--- config.mk ---
export PLATFORM = sky130hd
export DESIGN_NAME = miss_classifier
export DESIGN_NICKNAME = d
export VERILOG_FILES = /design/src/rtl/mcls_pkg.sv /design/src/rtl/set_tag_store.sv /design/src/rtl/fa_shadow.sv /design/src/rtl/seen_history.sv /design/src/rtl/miss_classifier.sv
export SDC_FILE = /design/constraint.sdc
export NUM_CORES = 2
export LEC_CHECK = 0
export BUFFER_PORTS_ARGS = -buffer_cell sky130_fd_sc_hd__buf_2
export CORE_UTILIZATION = 63
export DETAILED_ROUTE_END_ITERATION = 10
export GPL_ROUTABILITY_DRIVEN = 0
export PLACE_DENSITY = 0.79
export SLEW_MARGIN = 20
export SYNTH_ARGS = -nofsm -noshare
export SYNTH_HDL_FRONTEND = slang
export SYNTH_SLANG_ARGS = --single-unit
--- constraint.sdc ---
create_clock -name clk -period 6.1 [get_ports clk]
set_input_delay 0 -clock clk [delete_from_list [all_inputs] [get_ports clk]]
set_output_delay 0 -clock clk [all_outputs]
set_load 0.01 [all_outputs]
--- src/rtl/mcls_pkg.sv ---
package mcls_pkg;

    localparam int ADDR_W = 32;
    localparam int OFS_W  = 2;
    localparam int BLK_W  = ADDR_W - OFS_W;

    typedef enum logic [1:0] {
        KIND_HIT      = 2'd0,
        KIND_COLD     = 2'd1,
        KIND_CONFLICT = 2'd2,
        KIND_CAPACITY = 2'd3
    } acc_kind_e;

    typedef struct packed {
        logic main_hit;
        logic seen;
        logic shadow_hit;
    } probe_t;

    function automatic acc_kind_e classify(input probe_t p);
        if (p.main_hit)        return KIND_HIT;
        else if (!p.seen)      return KIND_COLD;
        else if (p.shadow_hit) return KIND_CONFLICT;
        else                   return KIND_CAPACITY;
    endfunction

endpackage

--- src/rtl/set_tag_store.sv ---
module set_tag_store #(
    parameter int IDX_W = 2,
    parameter int TAG_W = 28
) (
    input  logic             clk,
    input  logic             rst,
    input  logic             upd,
    input  logic [IDX_W-1:0] idx,
    input  logic [TAG_W-1:0] tag,
    output logic             hit
);
    localparam int SETS = 1 << IDX_W;

    logic [TAG_W-1:0] tag_q [SETS][2];
    logic [1:0]       vld_q [SETS];
    logic [SETS-1:0]  lru_q;

    logic hit0, hit1, victim, used_way;

    always_comb begin
        hit0 = vld_q[idx][0] && (tag_q[idx][0] == tag);
        hit1 = vld_q[idx][1] && (tag_q[idx][1] == tag);
        hit  = hit0 || hit1;
        if (!vld_q[idx][0])      victim = 1'b0;
        else if (!vld_q[idx][1]) victim = 1'b1;
        else                     victim = lru_q[idx];
        used_way = hit ? hit1 : victim;
    end

    always_ff @(posedge clk) begin
        if (rst) begin
            for (int s = 0; s < SETS; s++) vld_q[s] <= 2'b00;
            lru_q <= '0;
        end else if (upd) begin
            lru_q[idx] <= ~used_way;
            if (!hit) vld_q[idx][victim] <= 1'b1;
        end
    end

    always_ff @(posedge clk) begin
        if (!rst && upd && !hit) tag_q[idx][victim] <= tag;
    end

    generate
        for (genvar s = 0; s < SETS; s++) begin : g_set_chk
            // a set never holds the same block in both ways
            a_r4_ways_distinct: assert property (@(posedge clk) disable iff (rst)
                (vld_q[s] == 2'b11) |-> (tag_q[s][0] != tag_q[s][1]));
        end
    endgenerate

    // a fill into a full set replaces the way the LRU bit named
    a_r4_lru_victim: assert property (@(posedge clk) disable iff (rst)
        (upd && !hit && vld_q[idx] == 2'b11) |=> (lru_q[$past(idx)] != $past(lru_q[idx])));

endmodule

--- src/rtl/fa_shadow.sv ---
module fa_shadow #(
    parameter int N     = 8,
    parameter int KEY_W = 30
) (
    input  logic             clk,
    input  logic             rst,
    input  logic             upd,
    input  logic [KEY_W-1:0] key,
    output logic             hit
);
    localparam int AGE_W = $clog2(N);
    localparam logic [AGE_W-1:0] OLDEST = AGE_W'(N - 1);

    logic [KEY_W-1:0] key_q [N];
    logic [AGE_W-1:0] age_q [N];
    logic [N-1:0]     vld_q;
    logic [N-1:0]     match, oldest;
    logic [AGE_W-1:0] ref_age;

    always_comb begin
        ref_age = OLDEST;
        for (int i = 0; i < N; i++) begin
            match[i]  = vld_q[i] && (key_q[i] == key);
            oldest[i] = (age_q[i] == OLDEST);
            if (match[i]) ref_age = age_q[i];
        end
        hit = |match;
    end

    always_ff @(posedge clk) begin
        if (rst) begin
            vld_q <= '0;
            for (int i = 0; i < N; i++) age_q[i] <= AGE_W'(i);
        end else if (upd) begin
            for (int i = 0; i < N; i++) begin
                if (hit ? match[i] : oldest[i]) begin
                    age_q[i] <= '0;
                    if (!hit) vld_q[i] <= 1'b1;
                end else if (age_q[i] < ref_age) begin
                    age_q[i] <= age_q[i] + 1'b1;
                end
            end
        end
    end

    always_ff @(posedge clk) begin
        for (int i = 0; i < N; i++)
            if (!rst && upd && !hit && oldest[i]) key_q[i] <= key;
    end

    // the recency ages stay a permutation, so exactly one entry is oldest
    a_r6_one_oldest: assert property (@(posedge clk) disable iff (rst)
        $countones(oldest) == 1);

    // a key is never held twice
    a_r6_single_match: assert property (@(posedge clk) disable iff (rst)
        $onehot0(match));

endmodule

--- src/rtl/seen_history.sv ---
module seen_history #(
    parameter int DEPTH = 32,
    parameter int KEY_W = 30
) (
    input  logic             clk,
    input  logic             rst,
    input  logic             upd,
    input  logic [KEY_W-1:0] key,
    output logic             seen,
    output logic             overflow
);
    localparam int CNT_W = $clog2(DEPTH + 1);

    logic [KEY_W-1:0] key_q [DEPTH];
    logic [DEPTH-1:0] vld_q;
    logic [CNT_W-1:0] cnt_q;
    logic             full;

    always_comb begin
        seen = 1'b0;
        for (int i = 0; i < DEPTH; i++)
            if (vld_q[i] && key_q[i] == key) seen = 1'b1;
        full = (cnt_q == CNT_W'(DEPTH));
    end

    always_ff @(posedge clk) begin
        if (rst) begin
            vld_q    <= '0;
            cnt_q    <= '0;
            overflow <= 1'b0;
        end else if (upd && !seen) begin
            if (full) begin
                overflow <= 1'b1;
            end else begin
                cnt_q <= cnt_q + 1'b1;
                for (int i = 0; i < DEPTH; i++)
                    if (cnt_q == CNT_W'(i)) vld_q[i] <= 1'b1;
            end
        end
    end

    always_ff @(posedge clk) begin
        for (int i = 0; i < DEPTH; i++)
            if (!rst && upd && !seen && cnt_q == CNT_W'(i)) key_q[i] <= key;
    end

    // once raised, the overflow flag holds until reset
    a_r7_overflow_sticky: assert property (@(posedge clk) disable iff (rst)
        overflow |=> overflow);

    // the flag rises only on a new block arriving at a full history
    a_r7_overflow_cause: assert property (@(posedge clk) disable iff (rst)
        $rose(overflow) |-> $past(upd && !seen && full));

endmodule

--- src/rtl/miss_classifier.sv ---
module miss_classifier #(
    parameter int IDX_W      = 2,
    parameter int SHADOW_N   = 8,
    parameter int HIST_DEPTH = 32
) (
    input  logic        clk,
    input  logic        rst,
    input  logic        acc_valid,
    input  logic [31:0] acc_addr,
    output logic        res_valid,
    output logic [1:0]  res_kind,
    output logic        hist_overflow
);
    import mcls_pkg::*;

    localparam int TAG_W = ADDR_W - OFS_W - IDX_W;

    logic [BLK_W-1:0] blk;
    logic [IDX_W-1:0] set_idx;
    logic [TAG_W-1:0] tag;
    probe_t           probe;
    acc_kind_e        kind_d;

    assign blk     = acc_addr[ADDR_W-1:OFS_W];
    assign set_idx = acc_addr[OFS_W+IDX_W-1:OFS_W];
    assign tag     = acc_addr[ADDR_W-1:OFS_W+IDX_W];

    set_tag_store #(.IDX_W(IDX_W), .TAG_W(TAG_W)) u_tags (
        .clk(clk), .rst(rst), .upd(acc_valid),
        .idx(set_idx), .tag(tag), .hit(probe.main_hit)
    );

    fa_shadow #(.N(SHADOW_N), .KEY_W(BLK_W)) u_shadow (
        .clk(clk), .rst(rst), .upd(acc_valid),
        .key(blk), .hit(probe.shadow_hit)
    );

    seen_history #(.DEPTH(HIST_DEPTH), .KEY_W(BLK_W)) u_hist (
        .clk(clk), .rst(rst), .upd(acc_valid),
        .key(blk), .seen(probe.seen), .overflow(hist_overflow)
    );

    assign kind_d = classify(probe);

    always_ff @(posedge clk) begin
        if (rst) begin
            res_valid <= 1'b0;
            res_kind  <= KIND_HIT;
        end else begin
            res_valid <= acc_valid;
            if (acc_valid) res_kind <= kind_d;
        end
    end

    // one result per strobe, exactly one cycle later
    a_r2_valid_follows: assert property (@(posedge clk) disable iff (rst)
        acc_valid |=> res_valid);
    a_r2_no_spurious: assert property (@(posedge clk) disable iff (rst)
        !acc_valid |=> !res_valid);

    // anything resident in the cache was recorded as seen
    a_r5_hit_was_seen: assert property (@(posedge clk) disable iff (rst)
        (acc_valid && probe.main_hit && !hist_overflow) |-> probe.seen);

    // the reported kind stays put between results
    a_r9_kind_stable: assert property (@(posedge clk) disable iff (rst)
        !$past(acc_valid) |-> $stable(res_kind));

endmodule

-- After elaboration in Yosys (flattened, before gate mapping)
Memory sizes are Yosys's and may differ from the RTL's.
Cells that the tools add are included.
- flip-flop bits (word level): 54
- bits in writable memories: 1456
- input port bits: 35
- output and inout bits: 4
- word-level logic and storage cells: 681
- memories: 5
- memories (name ; depth ; bits a word ; read ports ; clocked after Yosys merged registers in ; write ports ; RTL line ; text):
    u_hist.key_q ; 32 ; 30 ; 32 ; 0 ; 1 ; seen_history.sv:14 ; logic [KEY_W-1:0] key_q [DEPTH];
    u_shadow.key_q ; 8 ; 30 ; 8 ; 0 ; 8 ; fa_shadow.sv:14 ; logic [KEY_W-1:0] key_q [N];
    u_tags.tag_q ; 4 ; 56 ; 1 ; 0 ; 1 ; set_tag_store.sv:14 ; logic [TAG_W-1:0] tag_q [SETS][2];
    u_shadow.age_q ; 8 ; 3 ; 8 ; 0 ; 8 ; fa_shadow.sv:15 ; logic [AGE_W-1:0] age_q [N];
    u_tags.vld_q ; 4 ; 2 ; 1 ; 0 ; 4 ; set_tag_store.sv:15 ; logic [1:0] vld_q [SETS];
- $add $sub $neg: 9
- magnitude comparators: 14
- equality and inequality tests: 82
- muxes and demuxes: 335
- bitwise gates (word level): 20
- reduce and logical (&&, ||, !) cells: 171
- operator list (kind ; count):
    30-bit equality test ; 40
    30-bit 2-to-1 mux ; 31
    30-bit OR reduction ; 31
    1-bit 2-to-1 mux ; 236
    5-bit 2-to-1 mux ; 31
    3-bit AND reduction ; 40
    6-bit by 5-bit equality test with 1-bit output, second input constant ; 16
    1-bit logical AND ; 90
    3-bit 2-to-1 mux ; 24
    28-bit equality test ; 2
    56-bit 2-to-1 mux ; 1
    6-bit by 4-bit equality test with 1-bit output, second input constant ; 8
    28-bit demux with 1-bit select ; 1
    28-bit 2-to-1 mux ; 1
    3-bit by 1-bit adder with 3-bit output, second input constant ; 8
    3-bit equality test, second input constant ; 8
    6-bit by 3-bit equality test with 1-bit output, second input constant ; 4
    3-bit < comparator ; 8
    1-bit bitwise OR ; 16
    6-bit by 2-bit equality test with 1-bit output, second input constant ; 2
    2-bit 2-to-1 mux ; 6
    8-bit OR reduction ; 1
    6-bit by 1-bit adder with 6-bit output, second input constant ; 1
    6-bit by 1-bit equality test with 1-bit output, second input constant ; 1
    18 further kinds ; 24

-- Depth between registers and ports, before layout
- depth after elaboration: 71
- gate-level depth with buffers: 19
- mapped depth without buffers: 17

-- Modules after synthesis
A second synthesis with hierarchy kept.
- cells, all modules: 4339
- area total of the unflattened synthesis: 67340.8 µm²
- modules (own cells, without submodules) (module ; instances ; cells an instance ; area an instance (µm²) ; seq. area each (µm²)):
    seen_history ; 1 ; 2944 ; 44710.4 ; 29608.4
    fa_shadow ; 1 ; 851 ; 12552.0 ; 8087.8
    set_tag_store ; 1 ; 534 ; 9974.6 ; 7046.8
    miss_classifier ; 1 ; 10 ; 103.8 ; 60.1

-- Worst setup path before layout
Ideal clock, no wire load.
- path kind: input port to flip-flop
- start: input acc_addr[22]
- end: memory u_hist.key_q[0][0] (enable)
- setup time: 496 ps
- arrival: 4877 ps
- data required time: 5604 ps
- path slack: 727 ps
- cell stages on the path: 11
- buffers on the path: 3
- cells stage by stage: buf_4 buf_4 buf_2 xor2_1 nor4_1 nand4_1 nand4_1 or4_1 nor2_2 nand4_2 nor4_1
- word-level cells in the longest chain between the ends: 71
- elaborated cells on any way between the ends: 287
- those cells by class: eq/ne: 32; mux: 158; reduce/logical: 97
- RTL lines (element ; RTL line ; text):
    start, declared ; miss_classifier.sv:9 ; input logic [31:0] acc_addr,
    30-bit equality test ; seen_history.sv:22 ; if (vld_q[i] && key_q[i] == key) seen = 1'b1;
    1-bit logical AND ; seen_history.sv:22 ;
    1-bit 2-to-1 mux (31 in series) ; seen_history.sv:22 ;
    1-bit 2-to-1 mux (*) ; seen_history.sv:22 ;
    1-bit logical NOT (*) ; seen_history.sv:44 ; if (!rst && upd && !seen && cnt_q == CNT_W'(i)) key_q[i] <= key;
    1-bit logical AND (*) ; seen_history.sv:44 ;
    1-bit logical AND ; seen_history.sv:44 ;
    1-bit 2-to-1 mux ; seen_history.sv:44 ;
    1-bit 2-to-1 mux (not written as such) ; seen_history.sv:44 ;
    30-bit OR reduction (no source line) ; n/a ;
    5-bit 2-to-1 mux (no source line) or 1-bit 2-to-1 mux (tied branches) (31 in series) ; n/a ;
    end, declared ; seen_history.sv:14 ;
Mark *: on every way between the ends. The rest lies on a longest branch, timed or not.

==> impl_metrics.yaml <==
routing:
  drt-pass1-iter-count: 6
  detailedRoute.firstIterationViolations: 3563
  ant_nets: 0
  total_routed_length_um: 141000
  wire_per_inst_um: 26.1
  post-route-drc-count: 0
  dr_total_vias: 33100
  via_per_inst: 6.15
cts:
  clock_sink_count: 1510
  clk_pin_slew_worst_paths_ps: 60
  ctsRootBufferMaster: "sky130_fd_sc_hd__clkbuf_16"
  hold_buffers: 32
  cts-buffers-inserted: 151
  htree_num_levels: 4
  post_cts_resized: 0
  cts-root-to-sink-buffers: 3
  cts.repair_timing.setup_buffer_count: 0
  clock_insertion_delay_worst_skew_ps: 760
  cts_tree: "yes"
yosys:
  synth_edf_count: 1456
  avgSynthCellArea_sq_um: 16.7
  synth_top_flop_cell: "sky130_fd_sc_hd__edfxtp_1"
  ys_seq_elements: 1510
  yosys_warnings: 0
  ys_seq_area_frac: 0.707
  synth_top_cell_area_share: 0.690
  synthDistinctLibCells: 60
  synth_area_sq_mm: 0.0634
  synth_top_cell_by_area: "sky130_fd_sc_hd__edfxtp_1"
  postSynthNetCount: 3874
  post_synth_main_area_contributors: "sky130_fd_sc_hd__edfxtp_1, sky130_fd_sc_hd__xnor2_1, sky130_fd_sc_hd__xor2_1"
  synthCells: 3803
  ys_async_sr_fraction: 0
worst_setup_path:
  critPathTopFamily: "simple AND/OR/NAND/NOR gates"
  critical_path_required_ps: 6570
  timing.critical_path.slowest_cell_delay_ps: 610
  worstSetupEndpoint: "u_shadow.age_q[1][7]"
  worst_path_max_delay_cell: "sky130_fd_sc_hd__mux2i_1"
  path_max_fanout: 8
  r2r-end: "u_shadow.age_q[1][7]"
  cp_buf_inv_count: 0
  worstReg2RegStart: "u_shadow.key_q[0][53]"
  worst-r2r-cell-count: 15
  cp-startpoint: "u_shadow.key_q[0][53]"
  timing.critical_path.arrival_ps: 5320
  r2r_slack_ps: 1250
  cp_cell_sequence: "xor2_1 -> nor4_1 -> nand4_1 -> or2_1 -> o22a_1 -> mux2_2 -> mux2i_1 -> a21oi_1 -> mux2i_1 -> a21oi_1 -> mux2i_1 -> ha_1 -> a2111oi_0 -> and2_1 -> a211o_1"
  cp-start-kind: "flip-flop"
  critPathMostFrequentCell: "sky130_fd_sc_hd__mux2i_1"
  setup.worst_path.end_class: "flip-flop"
  timing.critical_path.depth: 15
  worstSetupPathType: "flip-flop to flip-flop"
layout:
  syn2layout_area_growth_pct: 11.6
  layout.cells.most_common_list: "sky130_fd_sc_hd__edfxtp_1, sky130_fd_sc_hd__xnor2_1, sky130_fd_sc_hd__xor2_1"
  nFillCells: 5991
  final_common_cell: "sky130_fd_sc_hd__edfxtp_1"
  insertedDiodeCount: 0
  num-nets-final: 4045
  layoutNonFillerInstCount: 5388
  final_design_area_no_fill_sq_mm: 0.0707
  final_layout_size_suffix_gt1_frac: 0.118
power_and_ir_drop:
  power.share.combinational: 0.061
  internal_power_uw: 17000
  power.density_cell_area_mw_per_mm2: 307
  p_switching_uw: 4690
  seq_power_share: 0.530
  switching_share: 0.216
  peakVddDrop_v: 0.000272
  clkPwrFrac: 0.409
  leakage_power_figure_uw: 0.0225
sta:
  final_hold_viol_count: 0
  unrepaired_setup_endpoints_after_global_routing: "false"
  relSlewSlack: 0.265
  final-setup-viol-count: 0
  layout_min_cycle_time_ps: 4850
  hold_ws_ps: 141
  tightest_slew_ps: 1100
  timing.clock.skew_ps: 24.1
  number_of_pins_exceeding_their_max_slew_limit_in_the_final_report: 0
  achievable_clock_frequency_mhz: 206
  setup_total_negative_slack_ps: 0
  final_min_period_over_clock_period: 0.795
global_route:
  grt_overflow: 0
  grt_max_degree: 74
  most_crowded_layer_gr: "met2"
  use_met3: 0.0398
  gr-usage-all-layers: 0.281
  grt_use_met2: 0.459
  use_met1: 0.397
  vias_in_the_first_global_route: 33400
  grt_antenna_before_repair: 4
  grt_pass1_wl_um: 211000
floorplanning:
  placement_rows: 115
  core_area_sq_mm: 0.0990
  die_x_um: 319
  initial_utilization: 0.640
  die-height_um: 319
  num_io_pins: 39
  design.die.area_sq_mm: 0.102
place:
  port_buffers: 36
  place_inst: 5076
  detailed_place_hpwl_um: 78300
  dpl_cell_area_sq_mm: 0.0657
worst_hold_path:
  min_path_type: "input port to flip-flop"
flow_run:
  max_cap_viol_count: 0
run_status:
  run_status: "completed"
final cells by class:
| type | count | area (sq um) | area share |
|---|---|---|---|
| inverter | 24 | 90.1 | 0.00127 |
| sequential | 1510 | 44800 | 0.634 |
| multi-input combinational | 2085 | 17500 | 0.247 |
| timing repair buffer | 202 | 2000 | 0.0283 |
| tap | 1287 | 1610 | 0.0228 |
| clock buffer | 217 | 4240 | 0.0600 |
| clock inverter | 63 | 494 | 0.00699 |
worst register-to-register path, stage by stage (launching register included):
cell and delay [ps]:
sky130_fd_sc_hd__edfxtp_1 400, sky130_fd_sc_hd__xor2_1 160, sky130_fd_sc_hd__nor4_1 400, sky130_fd_sc_hd__nand4_1 370, sky130_fd_sc_hd__or2_1 360, sky130_fd_sc_hd__o22a_1 210, sky130_fd_sc_hd__mux2_2 260, sky130_fd_sc_hd__mux2i_1 200
sky130_fd_sc_hd__a21oi_1 100, sky130_fd_sc_hd__mux2i_1 130, sky130_fd_sc_hd__a21oi_1 80, sky130_fd_sc_hd__mux2i_1 610, sky130_fd_sc_hd__ha_1 390, sky130_fd_sc_hd__a2111oi_0 470, sky130_fd_sc_hd__and2_1 260, sky130_fd_sc_hd__a211o_1 170
logic make-up (layout without fill, tap and decap cells):
| group | after synthesis | after routing | synth area share |
|---|---|---|---|
| DFF | 1510 | 1510 | 0.707 |
| xor gates and xnor gates | 1257 | 1257 | 0.174 |
| adders and majority gates | 36 | 36 | 0.00711 |
| and+or+nand+nor | 605 | 605 | 0.0560 |
| AOI/OAI and AO/OA | 121 | 121 | 0.0136 |
| muxes | 66 | 66 | 0.0221 |
| buffers and inverters | 208 | 506 | 0.0206 |
worst min path at each step:
stage | cells past startpoint | endpoint | start | slack [ps]
after floorplan | 0 | u_hist.key_q[0][0] | acc_addr[2] | 100
after global placement | 1 | u_shadow.key_q[0][21] | acc_addr[23] | 380
after detailed placement | 1 | u_shadow.key_q[0][21] | acc_addr[23] | 370
after CTS | 2 | u_shadow.key_q[0][21] | acc_addr[23] | 110
after global routing | 2 | u_shadow.key_q[0][21] | acc_addr[23] | 140
final | 2 | u_shadow.key_q[0][21] | acc_addr[23] | 140
power groups by stage:
stage / registers (uW) / logic, uW / clock network (uW)
2_1_floorplan: 11700 / 801 / 0
3_3_place_gp: 11700 / 1270 / 0
3_5_place_dp: 11700 / 1310 / 0
4_1_cts: 11500 / 1340 / 8970
5_1_grt: 11500 / 1420 / 9390
6_report: 11500 / 1330 / 8880
flip-flops by register name (all words and copies together) (netlist names):
register and count:
u_shadow.age_q 24, u_hist.vld_q 32, u_hist.key_q 960, u_tags.tag_q 224, res_kind 2, u_hist.overflow 1, u_shadow.key_q 240, u_tags.vld_q 8
u_shadow.vld_q 8, u_tags.lru_q 4, u_hist.cnt_q 6, res_valid 1
layer usage:
metal  vias to the layer above  share of wire
met5                         -              0
met4                         0          0.023
li1                      14600              -
met3                       219          0.074
met1                     17000           0.42
met2                      1311           0.49
metrics by stage:
stage          worst slack [ps]   util  total power [uW]
2_1_floorplan               727      -             12500
3_3_place_gp               1230  0.663             13000
3_5_place_dp               1140  0.663             13000
4_1_cts                    1240  0.714             21800
5_1_grt                     929  0.714             22300
6_report                   1250  0.714             21700
cells in the mapped netlist (2+ instances only):
master / count
sky130_fd_sc_hd__edfxtp_1: 1456
sky130_fd_sc_hd__xnor2_1: 823
sky130_fd_sc_hd__xor2_1: 434
sky130_fd_sc_hd__nand4_1: 260
sky130_fd_sc_hd__nor4_1: 169
sky130_fd_sc_hd__buf_4: 119
sky130_fd_sc_hd__mux4_2: 59
sky130_fd_sc_hd__dfxtp_1: 54
sky130_fd_sc_hd__nand2_1: 39
sky130_fd_sc_hd__nor3_1: 39
sky130_fd_sc_hd__nor2_1: 38
sky130_fd_sc_hd__a21o_1: 37
sky130_fd_sc_hd__buf_2: 36
sky130_fd_sc_hd__ha_1: 36
sky130_fd_sc_hd__a21oi_1: 23
sky130_fd_sc_hd__clkbuf_1: 23
sky130_fd_sc_hd__inv_1: 20
sky130_fd_sc_hd__o21ai_0: 18
sky130_fd_sc_hd__nand3_1: 15
sky130_fd_sc_hd__and3_1: 14
sky130_fd_sc_hd__o211ai_1: 6
sky130_fd_sc_hd__and2_1: 5
sky130_fd_sc_hd__mux2i_1: 5
sky130_fd_sc_hd__nand2b_1: 5
sky130_fd_sc_hd__o31ai_1: 5
sky130_fd_sc_hd__a2111oi_0: 4
sky130_fd_sc_hd__a211o_1: 4
sky130_fd_sc_hd__buf_6: 4
sky130_fd_sc_hd__o21a_1: 4
sky130_fd_sc_hd__or3_1: 4
sky130_fd_sc_hd__a211oi_1: 3
sky130_fd_sc_hd__inv_2: 3
sky130_fd_sc_hd__nor2b_1: 3
sky130_fd_sc_hd__or4_1: 3
sky130_fd_sc_hd__a22oi_1: 2
sky130_fd_sc_hd__a31oi_1: 2
sky130_fd_sc_hd__mux2_2: 2
sky130_fd_sc_hd__nand4_2: 2
sky130_fd_sc_hd__nor3b_1: 2
sky130_fd_sc_hd__or2_1: 2
sky130_fd_sc_hd__or2_2: 2
Power figures use the tool's default switching activity.
